<file path="src/rtl/bms_pkg.sv">
package bms_pkg;
  typedef enum logic [2:0] {
    ST_OFF   = 3'd0,
    ST_PRE_L = 3'd1,
    ST_PRE_H = 3'd2,
    ST_SOFT  = 3'd3,
    ST_BOOST = 3'd4,
    ST_ABYP  = 3'd5,
    ST_FBYP  = 3'd6,
    ST_FAULT = 3'd7
  } bms_state_e;
endpackage

</file>
<file path="src/rtl/bms_timer.sv">
// Counts timebase strobes in the current state, restarts on every state change.
module bms_timer #(
  parameter int MAX_CNT = 1024,
  localparam int TW = $clog2(MAX_CNT + 1)
) (
  input  logic          clk,
  input  logic          rst_n,
  input  logic          tick,
  input  logic          restart,
  output logic [TW-1:0] cnt
);
  logic [TW-1:0] cnt_d;
  logic          cnt_en;

  always_comb begin
    cnt_en = restart || (tick && (cnt != TW'(MAX_CNT)));
    cnt_d  = restart ? '0 : cnt + TW'(1);
  end

  always_ff @(posedge clk or negedge rst_n) begin
    if (!rst_n)      cnt <= '0;
    else if (cnt_en) cnt <= cnt_d;
  end
endmodule

</file>
<file path="src/rtl/bms_persist.sv">
// Counts strobes while a condition holds; cleared whenever it drops.
module bms_persist #(
  parameter int LIMIT = 2,
  localparam int W = $clog2(LIMIT + 1)
) (
  input  logic clk,
  input  logic rst_n,
  input  logic tick,
  input  logic cond,
  output logic done
);
  logic [W-1:0] cnt;
  logic [W-1:0] cnt_d;
  logic         cnt_en;

  always_comb begin
    cnt_en = !cond || (tick && (cnt != W'(LIMIT)));
    cnt_d  = cond ? cnt + W'(1) : '0;
    done   = (cnt == W'(LIMIT));
  end

  always_ff @(posedge clk or negedge rst_n) begin
    if (!rst_n)      cnt <= '0;
    else if (cnt_en) cnt <= cnt_d;
  end
endmodule

</file>
<file path="src/rtl/bms_next.sv">
module bms_next
  import bms_pkg::*;
#(
  parameter int LIN1_TMO  = 512,
  parameter int LIN2_TMO  = 1024,
  parameter int SS_TMO    = 64,
  parameter int RETRY_TMO = 20,
  parameter int TW        = 11
) (
  input  bms_state_e    cur,
  input  logic [TW-1:0] cnt,
  input  logic          tick,
  input  logic          en,
  input  logic          byp_n,
  input  logic          uv_ok,
  input  logic          near_in,
  input  logic          at_tgt,
  input  logic          in_above_tgt,
  input  logic          drop_hi,
  input  logic          out_below_in,
  input  logic          ocp_done,
  input  logic          quiet_done,
  output bms_state_e    nxt
);
  logic lin1_exp, lin2_exp, ss_exp, retry_exp;

  always_comb begin
    lin1_exp  = tick && (cnt == TW'(LIN1_TMO - 1));
    lin2_exp  = tick && (cnt == TW'(LIN2_TMO - 1));
    ss_exp    = tick && (cnt == TW'(SS_TMO - 1));
    retry_exp = tick && (cnt == TW'(RETRY_TMO - 1));
  end

  always_comb begin
    nxt = cur;
    if (!en) begin
      nxt = ST_OFF;
    end else if (!byp_n) begin
      nxt = ST_FBYP;
    end else if (!uv_ok) begin
      nxt = ST_OFF;
    end else begin
      unique case (cur)
        ST_OFF:   nxt = ST_PRE_L;
        ST_PRE_L: if (near_in) nxt = ST_SOFT;
                  else if (lin1_exp) nxt = ST_PRE_H;
        ST_PRE_H: if (near_in) nxt = ST_SOFT;
                  else if (lin2_exp) nxt = ST_FAULT;
        ST_SOFT:  if (at_tgt) nxt = in_above_tgt ? ST_ABYP : ST_BOOST;
                  else if (ss_exp) nxt = ST_FAULT;
        ST_BOOST: if (ocp_done) nxt = ST_FAULT;
                  else if (out_below_in && quiet_done) nxt = ST_ABYP;
        ST_ABYP:  if (drop_hi) nxt = ST_FAULT;
                  else if (!in_above_tgt) nxt = ST_BOOST;
        ST_FBYP:  nxt = ST_PRE_L;
        ST_FAULT: if (retry_exp) nxt = ST_PRE_L;
        default:  nxt = ST_OFF;
      endcase
    end
  end
endmodule

</file>
<file path="src/rtl/bms_outdec.sv">
module bms_outdec
  import bms_pkg::*;
#(
  parameter int SOFT_TMO = 5,
  parameter int TW       = 11
) (
  input  logic          clk,
  input  logic          rst_n,
  input  bms_state_e    cur,
  input  bms_state_e    nxt,
  input  logic [TW-1:0] cnt,
  input  logic          out_below_in,
  output logic          pre_hi,
  output logic          half_ilim,
  output logic          in_sw_lin,
  output logic          in_sw_on,
  output logic          out_sw_on,
  output logic          mod_en,
  output logic          fault_pls
);
  logic fb_closed, fb_closed_d;
  logic fault_d;
  logic soft_phase;

  always_comb begin
    fb_closed_d = (cur == ST_FBYP) && (fb_closed || out_below_in);
    fault_d     = (nxt == ST_FAULT) && (cur != ST_FAULT);
    soft_phase  = (cnt < TW'(SOFT_TMO));
  end

  always_ff @(posedge clk or negedge rst_n) begin
    if (!rst_n) begin
      fb_closed <= 1'b0;
      fault_pls <= 1'b0;
    end else begin
      fb_closed <= fb_closed_d;
      fault_pls <= fault_d;
    end
  end

  always_comb begin
    pre_hi    = 1'b0;
    half_ilim = 1'b0;
    in_sw_lin = 1'b0;
    in_sw_on  = 1'b0;
    out_sw_on = 1'b0;
    mod_en    = 1'b0;
    unique case (cur)
      ST_PRE_L: in_sw_lin = 1'b1;
      ST_PRE_H: begin in_sw_lin = 1'b1; pre_hi = 1'b1; end
      ST_SOFT:  begin mod_en = 1'b1; half_ilim = 1'b1; end
      ST_BOOST: mod_en = 1'b1;
      ST_ABYP:  begin
        out_sw_on = 1'b1;
        in_sw_lin = soft_phase;
        in_sw_on  = !soft_phase;
      end
      ST_FBYP:  begin in_sw_on = fb_closed; out_sw_on = fb_closed; end
      default:  ;
    endcase
  end
endmodule

</file>
<file path="src/rtl/boost_mode_seq.sv">
module boost_mode_seq
  import bms_pkg::*;
#(
  parameter int LIN1_TMO  = 512,
  parameter int LIN2_TMO  = 1024,
  parameter int SS_TMO    = 64,
  parameter int OCP_TMO   = 2,
  parameter int QUIET_TMO = 5,
  parameter int SOFT_TMO  = 5,
  parameter int RETRY_TMO = 20
) (
  input  logic       clk,
  input  logic       rst_n,
  input  logic       en_i,
  input  logic       byp_n_i,
  input  logic       uv_ok_i,
  input  logic       tick_i,
  input  logic       near_in_i,
  input  logic       at_tgt_i,
  input  logic       in_above_tgt_i,
  input  logic       ilim_i,
  input  logic       drop_hi_i,
  input  logic       sw_act_i,
  input  logic       out_below_in_i,
  output logic [2:0] state_o,
  output logic       pre_hi_o,
  output logic       half_ilim_o,
  output logic       in_sw_lin_o,
  output logic       in_sw_on_o,
  output logic       out_sw_on_o,
  output logic       mod_en_o,
  output logic       fault_o
);
  localparam int M1   = (LIN1_TMO > LIN2_TMO) ? LIN1_TMO : LIN2_TMO;
  localparam int M2   = (SS_TMO > RETRY_TMO) ? SS_TMO : RETRY_TMO;
  localparam int M3   = (M1 > M2) ? M1 : M2;
  localparam int MAXT = (M3 > SOFT_TMO) ? M3 : SOFT_TMO;
  localparam int TW   = $clog2(MAXT + 1);

  bms_state_e    cur, nxt;
  logic [TW-1:0] cnt;
  logic          ocp_done, quiet_done;
  logic          st_chg;

  always_comb st_chg = (nxt != cur);

  always_ff @(posedge clk or negedge rst_n) begin
    if (!rst_n)      cur <= ST_OFF;
    else if (st_chg) cur <= nxt;
  end

  bms_timer #(.MAX_CNT(MAXT)) u_timer (
    .clk(clk), .rst_n(rst_n), .tick(tick_i), .restart(st_chg), .cnt(cnt)
  );

  bms_persist #(.LIMIT(OCP_TMO)) u_ocp (
    .clk(clk), .rst_n(rst_n), .tick(tick_i),
    .cond(ilim_i && (cur == ST_BOOST)), .done(ocp_done)
  );

  bms_persist #(.LIMIT(QUIET_TMO)) u_quiet (
    .clk(clk), .rst_n(rst_n), .tick(tick_i),
    .cond(!sw_act_i), .done(quiet_done)
  );

  bms_next #(
    .LIN1_TMO(LIN1_TMO), .LIN2_TMO(LIN2_TMO), .SS_TMO(SS_TMO),
    .RETRY_TMO(RETRY_TMO), .TW(TW)
  ) u_next (
    .cur(cur), .cnt(cnt), .tick(tick_i), .en(en_i), .byp_n(byp_n_i),
    .uv_ok(uv_ok_i), .near_in(near_in_i), .at_tgt(at_tgt_i),
    .in_above_tgt(in_above_tgt_i), .drop_hi(drop_hi_i),
    .out_below_in(out_below_in_i), .ocp_done(ocp_done),
    .quiet_done(quiet_done), .nxt(nxt)
  );

  bms_outdec #(.SOFT_TMO(SOFT_TMO), .TW(TW)) u_out (
    .clk(clk), .rst_n(rst_n), .cur(cur), .nxt(nxt), .cnt(cnt),
    .out_below_in(out_below_in_i), .pre_hi(pre_hi_o),
    .half_ilim(half_ilim_o), .in_sw_lin(in_sw_lin_o),
    .in_sw_on(in_sw_on_o), .out_sw_on(out_sw_on_o),
    .mod_en(mod_en_o), .fault_pls(fault_o)
  );

  always_comb state_o = cur;
endmodule

</file>
<file path="config.mk">
export PLATFORM = sky130hd
export DESIGN_NAME = boost_mode_seq
export DESIGN_NICKNAME = d
export VERILOG_FILES = /design/src/rtl/bms_pkg.sv /design/src/rtl/bms_timer.sv /design/src/rtl/bms_persist.sv /design/src/rtl/bms_next.sv /design/src/rtl/bms_outdec.sv /design/src/rtl/boost_mode_seq.sv
export SDC_FILE = /design/constraint.sdc
export NUM_CORES = 1
export LEC_CHECK = 0
export BUFFER_PORTS_ARGS = -buffer_cell sky130_fd_sc_hd__buf_2
export CAP_MARGIN = 20
export CORE_MARGIN = 4
export CORE_UTILIZATION = 50
export DETAILED_ROUTE_END_ITERATION = 8
export GPL_TIMING_DRIVEN = 0
export PLACE_DENSITY = 0.73
export SLEW_MARGIN = 20
export SYNTH_ARGS = -nofsm -noshare
export SYNTH_HDL_FRONTEND = slang
export SYNTH_HIERARCHICAL = 1
export SYNTH_SLANG_ARGS = --single-unit
</file>
<file path="constraint.sdc">
create_clock -name clk -period 7.7 [get_ports clk]
set_clock_uncertainty 0.15 [all_clocks]
set_input_delay 1.54 -clock clk [delete_from_list [all_inputs] [get_ports clk]]
set_output_delay 1.54 -clock clk [all_outputs]
set_load 0.005 [all_outputs]
</file>
==> results of run 1 <==
[through the flow]
| step | power [W] | std cells | utilization (%) | worst slack (ns) | instance area (um^2) |
|---|---|---|---|---|---|
| 2_1_floorplan | 0.000154 | 184 | - | 3.88 | 1630 |
| 3_3_place_gp | 0.000170 | 250 | 58.3 | 3.34 | 1790 |
| 3_5_place_dp | 0.000172 | 250 | 58.3 | 3.34 | 1790 |
| 4_1_cts | 0.000229 | 254 | 59.2 | 3.63 | 1820 |
| 5_1_grt | 0.000242 | 254 | 59.2 | 3.37 | 1820 |
| 6_report | 0.000227 | 254 | 59.2 | 3.57 | 1820 |
[flip-flops by register name, summed over array words and instances (netlist names)]
name             count
u_quiet/cnt          3
u_timer/cnt         11
u_out/fault_pls      1
state_o              3
u_ocp/cnt            2
u_out/fb_closed      1
[final cells by class]
cell class	instances	area [um^2]
repair buffers	22	110
fillers	289	1260
clock buffers	3	22.5
inverters	14	52.6
flip-flops and latches	21	526
well taps	44	55.1
multi-input cells	139	991
clock inverters	1	5.00
plain buffers	10	60.1
[worst max-delay path, delay by kind of cell]
family	cells	cell delay, ns
AOI/OAI and AO/OA	3	0.74
buffers and inverters	1	0.21
xor gates and xnor gates	1	0.18
and+or+nand+nor	5	1.54
[power by group]
part           total (W)  internal [W]  switching (W)  leakage, nW
logic          0.0000500     0.0000213      0.0000287        0.448
clock network  0.0000566     0.0000195      0.0000371       0.0177
registers       0.000121      0.000114     0.00000697        0.288
total           0.000227      0.000155      0.0000728        0.753
[Yosys cell counts (5+ instances only)]
cell       n  area share [%]
nand3_1    9             2.8
clkbuf_1   7             1.6
inv_1     14             3.2
a21oi_1   11             3.4
dfrtp_1   21              32
or4_1      6             2.8
nor2_1     6             1.4
o21ai_0   10             3.1
nand4_1    7             2.7
ha_1       5             3.8
nand2_1   12             2.8
[layout by cell type (no fill, tap or decap), types with 3 or more instances in the layout]
| master | n |
|---|---|
| buf_2 | 22 |
| dfrtp_1 | 21 |
| inv_1 | 14 |
| nand2_1 | 12 |
| a21oi_1 | 11 |
| o21ai_0 | 10 |
| nand3_1 | 9 |
| clkbuf_1 | 7 |
| nand4_1 | 7 |
| nor2_1 | 6 |
| or4_1 | 6 |
| ha_1 | 5 |
| xnor2_1 | 4 |
| or3_1 | 4 |
| clkbuf_4 | 3 |
| or4_4 | 3 |
| a211oi_1 | 3 |
| nor3b_1 | 3 |
| nor2b_1 | 3 |
| o21ai_1 | 3 |
| buf_6 | 3 |
| o31ai_1 | 3 |
| o2111ai_1 | 3 |
[worst max path at each step]
stage / cells past startpoint / slack [ns] / start / endpoint
floorplan: 9 / 3.88 / tick_i / u_timer/cnt[1]
global placement: 10 / 3.34 / tick_i / u_timer/cnt[1]
detailed placement: 10 / 3.34 / tick_i / u_timer/cnt[0]
CTS: 10 / 3.63 / tick_i / u_timer/cnt[0]
global route: 11 / 3.37 / tick_i / u_timer/cnt[0]
finish: 10 / 3.57 / tick_i / u_timer/cnt[0]
[routing by layer]
layer | track usage [%] | up-vias | wire length, um
met5 | 0 | - | 0
met4 | 5.96 | 0 | 49
met3 | 3.12 | 9 | 210
met2 | 33.8 | 52 | 1870
met1 | 25.6 | 739 | 1700
li1 | - | 754 | -
[cell families (layout without fill, tap and decap cells)]
group                    Yosys count  after routing  share of synthesized area (%)
buffers and inverters             24             50                           6.91
XOR/XNOR                           6              6                           3.23
AO/OA/AOI/OAI                     51             51                           21.8
adder cells (fa/ha/maj)            5              5                           3.84
multiplexers                       1              1                          0.614
AND/OR/NAND/NOR                   76             76                           31.3
flip-flops                        21             21                           32.3
==> run metrics, run 1 <==
Crit. End Element register; PwrDens 125 nW/um^2; Max Freq 242 MHz; syn avg cell area 8.85 um^2; Slew HR 67.8%; syn nets 202; TritonCTS clock tree built; worst reg2reg path endpoint u_timer/cnt[0]; Ant. Diodes 0; die extent in x 65.1 um; Area growth syn-to-layout 11.8%; slowest stage cell on the critical path o32ai_1; Max-Cap Viols 0; hold crit path type reg -> reg; CTS buffer count 3; synthesized netlist cell count 184; port bufs 22; sequential area share after synthesis 32.3%; Worst R2R Setup Slack 4.15 ns; WS Path Type in -> reg; Placer Congestion 0.891; # DRC 0; clock latency on the worst-skew pair 0.32 ns; leakage power total 0.753 nW; Synth Cell Area 1630 um^2; Hold Startpoint u_ocp/cnt[0]; first-pass GRT wire length 6.76 mm; CTS sink cnt 21; # setup viols final 0; reg2reg start state_o[2]; grt ovf 0; Req. time, crit path 7.79 ns; core area 3080 um^2; Initial Utilization 52.9%; DP HPWL 2.80 mm; status complete, no violations; worst hold stages 2; die height 65.1 um; setup_tns 0 ns; Clock transition at path regs 0.13 ns; Max IR drop VDD 0.0000699 V; post-route ant nets 0; Die Area 4240 um^2; I/O Pins 23; Final nets 229; Distinct cells, synth 53; Setup Buffers After CTS 0; vias in the first global route 1,537; initial antenna violation count 0; Global Route Usage Sum 19.8%; Worst EP arrival 4.22 ns; Endpoint, Worst Hold u_ocp/cnt[0]; final hold vios 0; pin count of the biggest net entering global routing 22; fin crit share 53.7%; max incr delay on CP 0.48 ns; hold slack 0.408 ns; CTS Root Cell clkbuf_4; DR WL/cell 15.1 um; clock buffer depth 2; flops & latches, synth 21; Crit Path Max Fanout 12; First-pass DRT Iterations 4; worst path cell trace buf_2 > nand2_1 > nor4_1 > a21oi_1 > o32ai_1 > xnor2_1 > nand3_1 > or2b_2 > or4_1 > o2111ai_1; share of post-route cells with drive strength above 1 21.9%; reg2reg path depth 10; Synth Flop Type dfrtp_1; number of synthesized flops with an enable pin 0; vias post-DR 1,554; drt via density 6.12; Warnings, synthesis 6; final WL 3.83 mm; Worst Tran Pin Value 0.482 ns; RSZ-0062 raised after global routing false; row count 20; DR iter-0 viols 106; Post-synth ARST share 100%; # hold bufs at CTS 0; H-tree depth 1; CP startpoint kind primary input; Tmin final 4.13 ns; Post-CTS Resized 0; Pins Over Slew Limit 0
Note: power is estimated with default switching activity, not from simulation.
==> run 2, diff against run 1 <==
PLACE_DENSITY = 0.76   (was 0.73)
clock period = 3.4 ns   (was 7.7 ns; I/O delays follow)
==> run metrics, run 2 (synthesis results as in run 1) <==
clock buffer depth 2 (unchanged); final WL 4.20 mm (was 3.83 mm); I/O Pins 23 (unchanged); worst path cell trace or4_4 > or4_4 > a41oi_4 > o32ai_4 > xnor2_2 > nand3_2 > or2b_4 > or4_1 > o2111ai_1 (was buf_2 > nand2_1 > nor4_1 > a21oi_1 > o32ai_1 > xnor2_1 > nand3_1 > or2b_2 > or4_1 > o2111ai_1); CTS buffer count 3 (unchanged); leakage power total 0.805 nW (was 0.753 nW); reg2reg path depth 9 (was 10); # setup viols final 0 (unchanged); DR iter-0 viols 197 (was 106); die height 65.1 um (unchanged); hold crit path type in -> async (was reg -> reg); grt ovf 0 (unchanged); CTS Root Cell clkbuf_4 (unchanged); Post-Place Setup Slack -0.241 ns (was 3.34 ns); Area growth syn-to-layout 18.7% (was 11.8%); commonest cells after routing, fill and taps aside buf_2 (22), dfrtp_1 (17), inv_1 (14) (was buf_2 (22), dfrtp_1 (21), inv_1 (14)); core area 3080 um^2 (unchanged); Placer Congestion 0.797 (was 0.891); area of the multi-input gates 1060 um^2 (was 991 um^2); port bufs 22 (unchanged); worst reg2reg path endpoint u_timer/cnt[1] (was u_timer/cnt[0]); Worst Tran Pin Value 0.501 ns (was 0.482 ns); hold slack 0.160 ns (was 0.408 ns); share of post-route cells with drive strength above 1 30.2% (was 21.9%); Req. time, crit path 3.47 ns (was 7.79 ns); H-tree depth 1 (unchanged); status complete, no violations (unchanged); Largest register FFs 11 (unchanged); Die Area 4240 um^2 (unchanged); Seq. cell area 531 um^2 (was 526 um^2); Top reg by flops u_timer/cnt (unchanged); initial antenna violation count 0 (unchanged); max incr delay on CP 0.53 ns (was 0.48 ns); Worst EP arrival 3.31 ns (was 4.22 ns); Tmin final 3.24 ns; vias in the first global route 1,561 (was 1,537); WS Path Type reg -> reg (was in -> reg); Global Route Usage Sum 20.4% (was 19.8%); crit-path most repeated cell or4_4; final hold vios 0 (unchanged); # hold bufs at CTS 0 (unchanged); CP startpoint kind register (was primary input); Max IR drop VDD 0.000151 V (was 0.0000699 V); Worst R2R Setup Slack 0.16 ns (was 4.15 ns); Clock transition at path regs 0.12 ns (was 0.13 ns); Pins Over Slew Limit 0 (unchanged); final instance area 1930 um^2 (was 1820 um^2); post-route ant nets 0 (unchanged); Post-DP Area 1790 um^2 (unchanged); CTS sink cnt 21 (unchanged); slowest stage cell on the critical path or4_4 (was o32ai_1); worst setup margin 0.161 ns (was 3.57 ns); # DRC 0 (unchanged); fin crit share 95.3%; Initial Utilization 52.9% (unchanged); commonest non-fill, non-tap cell in the layout buf_2 (unchanged); vias post-DR 1,602 (was 1,554); TritonCTS clock tree built (unchanged); Fillers 257 (was 289); First-pass DRT Iterations 4 (unchanged); Max-Cap Viols 0 (unchanged); PwrDens 275 nW/um^2 (was 125 nW/um^2); Final nets 234 (was 229); Crit. End Element register (unchanged); row count 20 (unchanged); Crit Path Max Fanout 8 (was 12); die extent in x 65.1 um (unchanged); first-pass GRT wire length 6.97 mm (was 6.76 mm); DP HPWL 2.90 mm (was 2.80 mm); pin count of the biggest net entering global routing 22 (unchanged); reg2reg start u_timer/cnt[6] (was state_o[2]); DR WL/cell 16.2 um (was 15.1 um); Slew HR 66.3% (was 67.8%); drt via density 6.19 (was 6.12); Ant. Diodes 0 (unchanged); Max Freq 309 MHz; clock latency on the worst-skew pair 0.30 ns (was 0.32 ns)
[run 2: cell count changes in the layout (fill, tap and decap cells not counted), moves of 2 or more]
cell      change
dfrtp_2       +4
dfrtp_1       -4
buf_4         +5
o32ai_1       -2
or2b_4        +2
clkbuf_2      +4
or2b_2        -2
clkbuf_1      -4
[run 2: per-stage QoR]
| step | std cells | setup TNS [ns] | utilization (%) | total power [W] |
|---|---|---|---|---|
| after global routing | 259 | -0.0174 | 62.8 | 0.000564 |
| final | 259 | 0 | 62.8 | 0.000532 |
| after detailed placement | 250 | -0.479 | 58.3 | 0.000392 |
| after CTS | 254 | 0 | 59.6 | 0.000519 |
| after floorplan | 184 | 0 | - | 0.000348 |
| after global placement | 250 | -0.193 | 58.3 | 0.000384 |
[run 2: layout make-up]
type	instances	share of cell area [%]
buffer	10	3.36
tap	44	2.85
inverter	14	2.72
clock inverter	1	0.259
sequential	21	27.4
timing repair buffer	27	7.63
multi-input combinational	139	54.6
clock buffer	3	1.16
[run 2: repair_timing]
item | 4_1_cts | 5_1_grt
gates resized for setup | 6 | 14
pin swaps | 0 | 5
endpoints found under the setup margin | 2 | 2
setup buffers | 0 | 5
[run 2: report_power, final]
group	switching [W]	total, W	internal, W
Sequential	0.0000165	0.000274	0.000258
Combinational	0.0000755	0.000134	0.0000589
Clock	0.0000791	0.000123	0.0000439
Total	0.000171	0.000532	0.000361
[run 2: critical path: cells and delay by family, from the launching register on]
family / cells / cell delay (ns)
and+or+nand+nor: 5 / 1.84
AOI/OAI and AO/OA: 3 / 0.53
xor gates and xnor gates: 1 / 0.19
DFF: 1 / 0.47
[run 2: worst max-delay path by stage]
stage / start / to / depth (start not counted)
floorplan: u_timer/cnt[7] / u_timer/cnt[1] / 9
global placement: tick_i / u_timer/cnt[1] / 10
detailed placement: tick_i / u_timer/cnt[0] / 11
CTS: u_timer/cnt[7] / u_timer/cnt[1] / 9
global route: state_o[2] / u_timer/cnt[1] / 9
finish: u_timer/cnt[6] / u_timer/cnt[1] / 9
[run 2: routing by layer]
| layer | wire length, um | vias to the layer above | GRT usage, % |
|---|---|---|---|
| met2 | 2160 | 67 | 38.1 |
| met1 | 1760 | 765 | 24.3 |
| met4 | 62 | 0 | 3.11 |
| li1 | - | 764 | - |
| met5 | 0 | - | 0 |
| met3 | 219 | 6 | 4.16 |
